File: src/rtl/pio_tc_pkg.sv
// Package: shared widths, hardware limits, the sequencer state type and the
// count limiter used by the PIO timing compiler.
package pio_tc_pkg;

    localparam int CNT_W    = 5;   // width of a saturated clock count
    localparam int ADDR_MIN = 1;
    localparam int ADDR_MAX = 4;
    localparam int DATA_MIN = 1;
    localparam int DATA_MAX = 16;
    localparam int REC_MIN  = 2;
    localparam int REC_MAX  = 17;

    typedef enum logic [1:0] {
        ST_IDLE,
        ST_ISSUE,
        ST_WAIT,
        ST_PACK
    } ptc_state_e;

    // Limit a clock count to [lo, hi].
    function automatic logic [CNT_W-1:0] limit_cnt(input logic [CNT_W-1:0] v,
                                                   input int lo, input int hi);
        if (int'(v) < lo)      return CNT_W'(lo);
        else if (int'(v) > hi) return CNT_W'(hi);
        else                   return v;
    endfunction

endpackage

File: src/rtl/ptc_ceil_div.sv
// Module: ptc_ceil_div
// Computes ceil(time_ns * mhz / DIVISOR) as (time_ns*mhz + DIVISOR-1)/DIVISOR
// with a restoring divider that retires one quotient bit per cycle.
// Assumes: go is a single-cycle pulse that arrives only while the divider is idle.
// The result is valid from the cycle in which ready pulses until the next go.
// It saturates to all ones of CNT_W.
module ptc_ceil_div
    import pio_tc_pkg::*;
#(
    parameter int TIME_W  = 16,
    parameter int MHZ_W   = 8,
    parameter int DIVISOR = 1000
) (
    input  logic              clk,
    input  logic              rst_n,
    input  logic              go,
    input  logic [TIME_W-1:0] time_ns,
    input  logic [MHZ_W-1:0]  mhz,
    output logic              ready,
    output logic [CNT_W-1:0]  clocks
);

    localparam int PROD_W = TIME_W + MHZ_W + 1;
    localparam int REM_W  = $clog2(DIVISOR);
    localparam int ITER_W = $clog2(PROD_W + 1);

    logic [PROD_W-1:0] quo;
    logic [REM_W-1:0]  rem;
    logic [ITER_W-1:0] iter;
    logic              running;
    logic [REM_W:0]    trial;
    logic              take;

    // Trial subtraction for the next quotient bit.
    always_comb begin
        trial = {rem, quo[PROD_W-1]};
        take  = (trial >= (REM_W+1)'(DIVISOR));
    end

    // Load the rounded dividend, then shift in one quotient bit per cycle.
    always_ff @(posedge clk) begin
        if (!rst_n) begin
            quo     <= '0;
            rem     <= '0;
            iter    <= '0;
            running <= 1'b0;
            ready   <= 1'b0;
        end else begin
            ready <= 1'b0;
            if (go) begin
                quo     <= PROD_W'(time_ns) * PROD_W'(mhz) + PROD_W'(DIVISOR - 1);
                rem     <= '0;
                iter    <= ITER_W'(PROD_W);
                running <= 1'b1;
            end else if (running) begin
                rem  <= take ? REM_W'(trial - (REM_W+1)'(DIVISOR)) : trial[REM_W-1:0];
                quo  <= {quo[PROD_W-2:0], take};
                iter <= iter - 1'b1;
                if (iter == ITER_W'(1)) begin
                    running <= 1'b0;
                    ready   <= 1'b1;
                end
            end
        end
    end

    // Saturate the quotient to the count width.
    always_comb begin
        clocks = (|quo[PROD_W-1:CNT_W]) ? {CNT_W{1'b1}} : quo[CNT_W-1:0];
    end

    AST_REM_BELOW_DIVISOR: assert property (@(posedge clk) disable iff (!rst_n)
        running |-> (rem < REM_W'(DIVISOR)));
    AST_READY_SINGLE: assert property (@(posedge clk) disable iff (!rst_n)
        ready |=> !ready);

endmodule

File: src/rtl/ptc_drive_pack.sv
// Module: ptc_drive_pack
// Limits one drive's three raw clock counts and packs its cycle byte.
// An absent drive is forced to the minimum counts.
// Assumes: raw counts are already saturated to CNT_W bits.
module ptc_drive_pack
    import pio_tc_pkg::*;
(
    input  logic             present,
    input  logic [CNT_W-1:0] addr_raw,
    input  logic [CNT_W-1:0] data_raw,
    input  logic [CNT_W-1:0] rec_raw,
    output logic [CNT_W-1:0] addr_eff,
    output logic [7:0]       cycle_byte
);

    logic [CNT_W-1:0] data_eff;
    logic [CNT_W-1:0] rec_eff;
    logic [CNT_W-1:0] data_fld;
    logic [CNT_W-1:0] rec_fld;

    // Choose limited counts, or the minima when the drive is absent.
    always_comb begin
        if (present) begin
            addr_eff = limit_cnt(addr_raw, ADDR_MIN, ADDR_MAX);
            data_eff = limit_cnt(data_raw, DATA_MIN, DATA_MAX);
            rec_eff  = limit_cnt(rec_raw,  REC_MIN,  REC_MAX);
        end else begin
            addr_eff = CNT_W'(ADDR_MIN);
            data_eff = CNT_W'(DATA_MIN);
            rec_eff  = CNT_W'(REC_MIN);
        end
        data_fld   = data_eff - CNT_W'(DATA_MIN);
        rec_fld    = rec_eff  - CNT_W'(REC_MIN);
        cycle_byte = {data_fld[3:0], rec_fld[3:0]};
    end

endmodule

File: src/rtl/pio_timing_compiler.sv
// Module: pio_timing_compiler
// Converts the PIO timing of two drives into two cycle bytes and one shared
// byte. It latches the inputs on start and runs six roundings on one
// sequential divider. It then packs the bytes and pulses done.
// Assumes: start is a pulse; a start while busy is dropped; 2 <= DRDY_CLKS <= 5.
module pio_timing_compiler
    import pio_tc_pkg::*;
#(
    parameter int TIME_W    = 16,
    parameter int MHZ_W     = 8,
    parameter int DRDY_CLKS = 2
) (
    input  logic              clk,
    input  logic              rst_n,
    input  logic              start,
    input  logic [MHZ_W-1:0]  bus_mhz,
    input  logic              pri_present,
    input  logic [TIME_W-1:0] pri_setup_ns,
    input  logic [TIME_W-1:0] pri_strobe_ns,
    input  logic [TIME_W-1:0] pri_cycle_ns,
    input  logic              sec_present,
    input  logic [TIME_W-1:0] sec_setup_ns,
    input  logic [TIME_W-1:0] sec_strobe_ns,
    input  logic [TIME_W-1:0] sec_cycle_ns,
    input  logic              prefetch_en,
    output logic              busy,
    output logic              done,
    output logic [7:0]        cycle_pri,
    output logic [7:0]        cycle_sec,
    output logic [7:0]        shared_cfg
);

    localparam int NDRV  = 2;
    localparam int NKIND = 3;
    localparam int NVAL  = NDRV * NKIND;
    localparam int IDX_W = $clog2(NVAL);
    localparam logic [1:0] DRDY_FLD = 2'(DRDY_CLKS - 2);

    ptc_state_e        state;
    logic [IDX_W-1:0]  idx;
    logic [MHZ_W-1:0]  lat_mhz;
    logic              lat_pf;
    logic              lat_present [NDRV];
    logic [TIME_W-1:0] lat_setup   [NDRV];
    logic [TIME_W-1:0] lat_strobe  [NDRV];
    logic [TIME_W-1:0] lat_cycle   [NDRV];
    logic              in_present  [NDRV];
    logic [TIME_W-1:0] in_setup    [NDRV];
    logic [TIME_W-1:0] in_strobe   [NDRV];
    logic [TIME_W-1:0] in_cycle    [NDRV];
    logic [TIME_W-1:0] rec_ns      [NDRV];
    logic [CNT_W-1:0]  raw         [NVAL];
    logic [CNT_W-1:0]  addr_eff    [NDRV];
    logic [7:0]        cyc_byte    [NDRV];
    logic              div_go;
    logic              div_ready;
    logic [CNT_W-1:0]  div_clocks;
    logic [TIME_W-1:0] operand;
    logic [CNT_W-1:0]  ax;
    logic [CNT_W-1:0]  ax_fld;

    // Gather the port inputs into per-drive arrays.
    always_comb begin
        in_present[0] = pri_present;   in_present[1] = sec_present;
        in_setup[0]   = pri_setup_ns;  in_setup[1]   = sec_setup_ns;
        in_strobe[0]  = pri_strobe_ns; in_strobe[1]  = sec_strobe_ns;
        in_cycle[0]   = pri_cycle_ns;  in_cycle[1]   = sec_cycle_ns;
    end

    // Per-drive recovery time and byte packing.
    for (genvar d = 0; d < NDRV; d++) begin : g_drv
        logic [TIME_W:0] used_ns;

        // Recovery is cycle minus setup minus strobe, floored at zero.
        always_comb begin
            used_ns   = {1'b0, lat_setup[d]} + {1'b0, lat_strobe[d]};
            rec_ns[d] = ({1'b0, lat_cycle[d]} > used_ns)
                      ? TIME_W'({1'b0, lat_cycle[d]} - used_ns) : '0;
        end

        ptc_drive_pack u_pack (
            .present    (lat_present[d]),
            .addr_raw   (raw[d*NKIND + 0]),
            .data_raw   (raw[d*NKIND + 1]),
            .rec_raw    (raw[d*NKIND + 2]),
            .addr_eff   (addr_eff[d]),
            .cycle_byte (cyc_byte[d])
        );
    end

    // Select the duration that the divider converts next.
    always_comb begin
        logic             drv;
        logic [IDX_W-1:0] kind;
        drv  = (idx >= IDX_W'(NKIND));
        kind = drv ? idx - IDX_W'(NKIND) : idx;
        case (kind)
            IDX_W'(0): operand = lat_setup[drv];
            IDX_W'(1): operand = lat_strobe[drv];
            default:   operand = rec_ns[drv];
        endcase
        div_go = (state == ST_ISSUE);
    end

    ptc_ceil_div #(
        .TIME_W  (TIME_W),
        .MHZ_W   (MHZ_W),
        .DIVISOR (1000)
    ) u_div (
        .clk     (clk),
        .rst_n   (rst_n),
        .go      (div_go),
        .time_ns (operand),
        .mhz     (lat_mhz),
        .ready   (div_ready),
        .clocks  (div_clocks)
    );

    // The shared address setup is the larger of the two drives' counts.
    always_comb begin
        ax     = (addr_eff[0] > addr_eff[1]) ? addr_eff[0] : addr_eff[1];
        ax_fld = ax - CNT_W'(ADDR_MIN);
    end

    // Sequencer: latch inputs, convert six durations, then pack the outputs.
    always_ff @(posedge clk) begin
        if (!rst_n) begin
            state      <= ST_IDLE;
            idx        <= '0;
            busy       <= 1'b0;
            done       <= 1'b0;
            cycle_pri  <= 8'h00;
            cycle_sec  <= 8'h00;
            shared_cfg <= 8'h00;
            lat_mhz    <= '0;
            lat_pf     <= 1'b0;
            for (int d = 0; d < NDRV; d++) begin
                lat_present[d] <= 1'b0;
                lat_setup[d]   <= '0;
                lat_strobe[d]  <= '0;
                lat_cycle[d]   <= '0;
            end
            for (int v = 0; v < NVAL; v++) raw[v] <= '0;
        end else begin
            done <= 1'b0;
            case (state)
                ST_IDLE: begin
                    if (start) begin
                        lat_mhz <= bus_mhz;
                        lat_pf  <= prefetch_en;
                        for (int d = 0; d < NDRV; d++) begin
                            lat_present[d] <= in_present[d];
                            lat_setup[d]   <= in_setup[d];
                            lat_strobe[d]  <= in_strobe[d];
                            lat_cycle[d]   <= in_cycle[d];
                        end
                        idx   <= '0;
                        busy  <= 1'b1;
                        state <= ST_ISSUE;
                    end
                end
                ST_ISSUE: state <= ST_WAIT;
                ST_WAIT: begin
                    if (div_ready) begin
                        raw[idx] <= div_clocks;
                        if (idx == IDX_W'(NVAL - 1)) begin
                            state <= ST_PACK;
                        end else begin
                            idx   <= idx + 1'b1;
                            state <= ST_ISSUE;
                        end
                    end
                end
                default: begin
                    cycle_pri  <= cyc_byte[0];
                    cycle_sec  <= cyc_byte[1];
                    shared_cfg <= {1'b0, lat_pf, ax_fld[1:0], 1'b0, DRDY_FLD, 1'b0};
                    done       <= 1'b1;
                    busy       <= 1'b0;
                    state      <= ST_IDLE;
                end
            endcase
        end
    end

    AST_DONE_ONE_CYCLE: assert property (@(posedge clk) disable iff (!rst_n)
        done |=> !done);
    AST_DONE_NOT_BUSY: assert property (@(posedge clk) disable iff (!rst_n)
        done |-> !busy);
    AST_OUTPUTS_HOLD: assert property (@(posedge clk) disable iff (!rst_n)
        !done |-> ($stable(cycle_pri) && $stable(cycle_sec) && $stable(shared_cfg)));
    AST_START_ACCEPTED: assert property (@(posedge clk) disable iff (!rst_n)
        (!busy && start) |=> busy);
    AST_LATCH_FROZEN: assert property (@(posedge clk) disable iff (!rst_n)
        busy |=> ($stable(lat_mhz) && $stable(lat_pf) && $stable(lat_cycle[0])));
    AST_ABSENT_MINIMUM: assert property (@(posedge clk) disable iff (!rst_n)
        (done && !lat_present[1]) |-> (cycle_sec == 8'h00));
    AST_SHARED_RESERVED: assert property (@(posedge clk) disable iff (!rst_n)
        done |-> (!shared_cfg[7] && !shared_cfg[3] && !shared_cfg[0]));

endmodule

File: config.mk
export PLATFORM = sky130hd
export DESIGN_NAME = pio_timing_compiler
export DESIGN_NICKNAME = d
export VERILOG_FILES = /design/src/rtl/pio_tc_pkg.sv /design/src/rtl/ptc_ceil_div.sv /design/src/rtl/ptc_drive_pack.sv /design/src/rtl/pio_timing_compiler.sv
export SDC_FILE = /design/constraint.sdc
export NUM_CORES = 1
export LEC_CHECK = 0
export ABC_AREA = 1
export BUFFER_PORTS_ARGS = -buffer_cell sky130_fd_sc_hd__buf_2
export CAP_MARGIN = 20
export CORE_ASPECT_RATIO = 1.4
export CORE_MARGIN = 2
export CORE_UTILIZATION = 62
export CTS_CLUSTER_SIZE = 16
export DETAILED_ROUTE_END_ITERATION = 12
export PLACE_DENSITY = 0.82
export SLEW_MARGIN = 20
export SYNTH_ARGS = -nofsm -noshare
export SYNTH_HDL_FRONTEND = slang
export SYNTH_SLANG_ARGS = --single-unit
File: constraint.sdc
create_clock -name clk -period 9.2 [get_ports clk]
set_clock_uncertainty 0.05 [all_clocks]
set_input_delay 0.46 -clock clk [delete_from_list [all_inputs] [get_ports clk]]
set_output_delay 0.46 -clock clk [all_outputs]
set_load 0.02 [all_outputs]
# Word level (Yosys, flattened, before mapping)

Memory sizes are Yosys's and may differ from the RTL's.
Index checks and enable logic that the tools add are counted.

Add/subtract/negate cells: 14
$mul: 1
Magnitude comparators: 18
Equal/unequal tests: 8
Muxes and demuxes: 67
Bitwise operators: 12
Reductions and logical operators: 14

Operators with widths:

| kind                                                                 | count |
|---|---|
| 2-to-1 mux 16 bit                                                    | 11 |
| 2-to-1 mux 25 bit                                                    | 2 |
| 2-to-1 mux 5 bit                                                     | 10 |
| 2-to-1 mux 4 bit                                                     | 12 |
| adder 16 x 16 -> 17 bit                                              | 2 |
| greater-than comparator 16 x 17 -> 1 bit                             | 2 |
| case mux 16 bit (2 select lines)                                     | 1 |
| subtractor 16 bit                                                    | 2 |
| adder 24 x 10 -> 25 bit (second input constant)                      | 1 |
| multiplier 16 x 8 -> 24 bit                                          | 1 |
| greater-than comparator 5 bit (second input constant)                | 4 |
| < comparator 5 x 1 -> 1 bit (second input constant)                  | 4 |
| OR reduction 20 bit                                                  | 1 |
| 2-to-1 mux 1 bit                                                     | 18 |
| 2-to-1 mux 3 bit                                                     | 5 |
| greater-or-equal comparator 11 x 10 -> 1 bit (second input constant) | 1 |
| greater-than comparator 5 x 3 -> 1 bit (second input constant)       | 2 |
| < comparator 5 x 2 -> 1 bit (second input constant)                  | 2 |
| 2-to-1 mux 10 bit                                                    | 1 |
| subtractor 10 bit (second input constant)                            | 1 |
| 2-to-1 mux 2 bit                                                     | 4 |
| bitwise OR 1 bit                                                     | 8 |
| subtractor 4 x 1 -> 4 bit (second input constant)                    | 2 |
| subtractor 4 x 2 -> 4 bit (second input constant)                    | 2 |
| 27 further kinds                                                     | 35 |

Flip-flop bits (word level): 77
RAM bits: 128
Input bits: 110
Word-level logic and storage cells: 154
Memories: 5

Memory list:

| memory      | depth | width | rd ports | clocked after memory_dff | wr ports | RTL line                  | RTL |
|---|---|---|---|---|---|---|---|
| lat_cycle   | 2     | 16    | 2        | 0                        | 2        | pio_timing_compiler.sv:46 | `logic [TIME_W-1:0] lat_cycle [NDRV];` |
| lat_setup   | 2     | 16    | 3        | 0                        | 2        | pio_timing_compiler.sv:44 | `logic [TIME_W-1:0] lat_setup [NDRV];` |
| lat_strobe  | 2     | 16    | 3        | 0                        | 2        | pio_timing_compiler.sv:45 | `logic [TIME_W-1:0] lat_strobe [NDRV];` |
| raw         | 6     | 5     | 6        | 0                        | 6        | pio_timing_compiler.sv:52 | `logic [CNT_W-1:0] raw [NVAL];` |
| lat_present | 2     | 1     | 2        | 0                        | 2        | pio_timing_compiler.sv:43 | `logic lat_present [NDRV];` |

# Depth between registers and ports, before layout

An unclocked memory read counts as a cell.

Depth in word-level cells: 11
Gate-level depth with buffers: 44

# Cells and area by module

A second synthesis with hierarchy kept.

Cell total of the unflattened synthesis: 2632
Area total of the unflattened synthesis: 18575.3 um^2

By module, submodules not included:

| module              | times used | cells each | area an instance (um^2) |
|---|---|---|---|
| pio_timing_compiler | 1          | 1423       | 10840.4 |
| ptc_ceil_div        | 1          | 1115       | 7257.0 |
| ptc_drive_pack      | 2          | 47         | 239.0 |

# Worst setup path after synthesis

No wires, ideal clock.

Path type: reg2reg
Start point: mem lat_setup[1][1]
End point: reg u_div.quo[19]
Setup time: 132 ps
Arrival: 6954 ps
Required time: 9018 ps
Slack: 2063 ps
Stages on the path, launching flop included: 37
Path buffers: 1
Period minus slack after synthesis: 7137 ps
Cell sequence: edfxtp_1 ha_1 nand3_1 nand3_1 a21oi_1 o21ai_0 a21boi_0 o21ai_0 xnor2_1 ha_1 nand2_1 nor2_1 nand3b_1 nand4_1 nor2_1 nand2_1 nor2_2 buf_4 nand2_1 nand3_1 nand2_1 nor2_1 fa_1 fa_1 fa_1 inv_1 fa_1 inv_1 ha_1 a21oi_1 o21ai_0 a21oi_1 o21ai_0 a21o_1 or2_2 nand3_1 a21oi_1

RTL lines:

| item                   | RTL line                  | RTL |
|---|---|---|
| start: declaration     | pio_timing_compiler.sv:44 |  |
| end signal: assignment | ptc_ceil_div.sv:51        | `quo <= PROD_W'(time_ns) * PROD_W'(mhz) + PROD_W'(DIVISOR - 1);` |
| end signal: assignment | ptc_ceil_div.sv:57        | `quo <= {quo[PROD_W-2:0], take};` |
| end: declaration       | ptc_ceil_div.sv:27        | `logic [PROD_W-1:0] quo;` |

==> metrics <==
Max Slew Vio Count 0; count leader, synth nand2_1; WL final 46000 um; initial antenna violation count 0; register area share after synthesis a little under a third; Worst IR Drop VDD 0.2225 mV; Yosys warnings 0; Synth area leader edfxtp_1; largest net degree at the start of global routing between 70 and 80; mean routed wirelength per cell around 17 um; Final WS setup 0.8263 ns; pin slew with the least headroom to its limit just over 1 ns; P&R area growth vs syn 9.832%; Critical Path End Type flop; Final Hold Viols 0; WHS approximately 0.12 ns; Yosys reg bits 205; DRC 0; number of synthesized flops with an enable pin around 130; CP max FO 14; power density over cell area around 370 mW/mm^2; vias in the first global route between 15000 and 20000; Critical Path AT 8.70 ns; diode count 0; period utilisation layout approximately nine tenths; Setup WS pre-CTS approximately 0.95 ns; Worst slew margin a little under a third; crit path buf inv count 4; gpl congestion approximately 1.0; CTS Hold Buffers Added 0; via count 14880; Clock Pin Slew Worst Setup and Hold Paths roughly 0.070 ns; io pins roughly 140; Setup Viol. Count Final 0; GR Overflow Total 0; share of post-route cells with drive strength above 1 under 10%; overall die height approximately 200 um; Mapped Avg Cell Area approximately 7.7 um^2; Total GRT Usage 32.70%; clk_lat worst skew 0.55 ns; Final nets roughly 2700; Post-synth top flop edfxtp_1; RSZ-0062 raised after global routing no; CTS buffer count 22; Rows 71; Min-Delay Path Class in2reg; DR pass1 iterations 6; DIE WIDTH around 140 um; die area roughly 0.029 mm^2; Slowest Stage Delay on Critical Path between 0.5 and 0.6 ns; clk sinks 205; Slowest-stage cell, CP fa_1; Final HPWL DP 36930 um; Sum Neg Setup Slack 0 ns; cts repair resizes 0; largest delay contributor family on the critical path adder cells; Clk Tree Root Cell clkbuf_16; DRT iter0 DRCs between 800 and 900; Max-cap violations 0; minimum clock period approximately 8.4 ns; post-CTS setup buffers 0; Yosys top cell area share 22.57%; H-tree Lvls 1; Core Box Area approximately 0.027 mm^2; unique cell type count in the Yosys netlist 54; top cells by count, synth nand2_1, inv_1, nor2_1, ha_1, a21oi_1; CP Launch Type flop; first-pass GRT wire length 73300 um; Port Buffer Count between 100 and 150; clock tree buffer depth 3; status finished clean; worst endpoint required time between 9 and 10 ns; Initial Utilization 63.26%; P_leak approximately 0.0093 uW; CP Class reg2reg; Syn Inst Count roughly 2200; most frequent CP cell nand2_1; FMAX between 100 and 150 MHz; TritonCTS clock tree built; ys async rst share 0%; Post-Syn Area about 0.017 mm^2; vias per std cell ~5.5; ANT nets after route 0; Area contributors post-synth edfxtp_1, fa_1, ha_1
[stage by stage]
step / power (uW) / instances / area [um^2] / util [%]
2_1_floorplan: 4663 / 2225 / 17050 / -
3_3_place_gp: 5827 / 2669 / 17960 / 66.74
3_5_place_dp: 5913 / 2669 / 17960 / 66.74
4_1_cts: 6845 / 2709 / 18700 / 69.48
5_1_grt: 7468 / 2709 / 18700 / 69.48
6_report: 6892 / 2709 / 18700 / 69.48
[cells by family (layout without fill, tap and decap cells)]
logic type / count (synthesis) / count (layout) / synth area share (%)
other: 2 / 9 / 0.04410
flip-flops: 205 / 205 / 31.63
buffers and inverters: 459 / 578 / 10.40
AO/OA/AOI/OAI: 323 / 323 / 10.96
adder cells (fa/ha/maj): 232 / 232 / 21.10
AND/OR/NAND/NOR: 934 / 934 / 22.57
XOR/XNOR: 63 / 63 / 3.285
[layout make-up]
class                   instances  area [um^2]
clock buffers                  28        598.1
clock inverters                12        140.1
fillers                      2286         8215
inverters                     403         1513
multi-input cells            1561         9921
flip-flops and latches        205         5385
well taps                     365        456.7
repair buffers                135        688.2
[worst paths after layout]
path | start | cells after the start | slack [ns] | end
setup / recovery | lat_strobe[1][5] | 37 | 0.83 | u_div.quo[19]
hold / removal | prefetch_en | 3 | 0.12 | lat_pf
setup reg to reg | lat_strobe[1][5] | 37 | 0.83 | u_div.quo[19]
hold reg to reg | cycle_sec[1] | 2 | 0.42 | cycle_sec[1]
[state kept, by name, indices dropped and copies added, names as in the netlist, 8 cells and up]
| register | flops |
|---|---|
| lat_setup | 32 |
| u_div.quo | 25 |
| cycle_sec | 8 |
| raw | 30 |
| u_div.rem | 10 |
| cycle_pri | 8 |
| lat_strobe | 32 |
| lat_cycle | 32 |
| lat_mhz | 8 |
[worst min-delay path, delay by kind of cell]
kind                   cells  cell delay (ns)
buffers and inverters      2             0.13
AO/OA/AOI/OAI              1             0.07
[layout by cell type, fill, tap and decap left out, types with 3 or more instances in the layout]
| master | instances |
|---|---|
| o211ai_1 | 6 |
| nor2_2 | 9 |
| o22ai_1 | 14 |
| clkinv_1 | 6 |
| dfxtp_1 | 77 |
| ha_1 | 140 |
| nand4_1 | 16 |
| fa_1 | 92 |
| o21bai_1 | 4 |
| buf_4 | 5 |
| nand2_4 | 3 |
| a21boi_0 | 4 |
| a21o_1 | 6 |
| inv_1 | 388 |
| a211o_1 | 12 |
| o21ai_0 | 85 |
| a31oi_1 | 25 |
| a211oi_1 | 7 |
| clkinv_2 | 4 |
| o221ai_1 | 3 |
| a21oi_1 | 136 |
| nor4_1 | 9 |
| buf_2 | 130 |
| nand2_2 | 11 |
| clkbuf_16 | 22 |
| conb_1 | 9 |
| o21a_1 | 5 |
| nor3_1 | 18 |
| inv_2 | 11 |
| xor2_1 | 42 |
| nand2_1 | 432 |
| or2_2 | 14 |
| nor2_1 | 309 |
| nand3_1 | 108 |
| edfxtp_1 | 128 |
| xnor2_1 | 20 |
[per-layer routing]
layer	global-route usage (%)	vias to the layer above	part of all wire, %	wire (um)
met3	3.459	168	4.2	1914
li1	-	7314	-	-
met4	21.42	0	7.6	3497
met5	0	-	0	0
met2	61.76	473	52	23930
met1	33.88	6922	36	16660
[power breakdown]
| group | leakage (uW) | internal, uW | switching, uW | total, uW |
|---|---|---|---|---|
| Combinational | 0.00698 | 1460 | 3150 | 4610 |
| Sequential | 0.00199 | 1210 | 165 | 1370 |
| Clock | 0.000364 | 522 | 387 | 908 |
(Power assumes the default switching activity.)
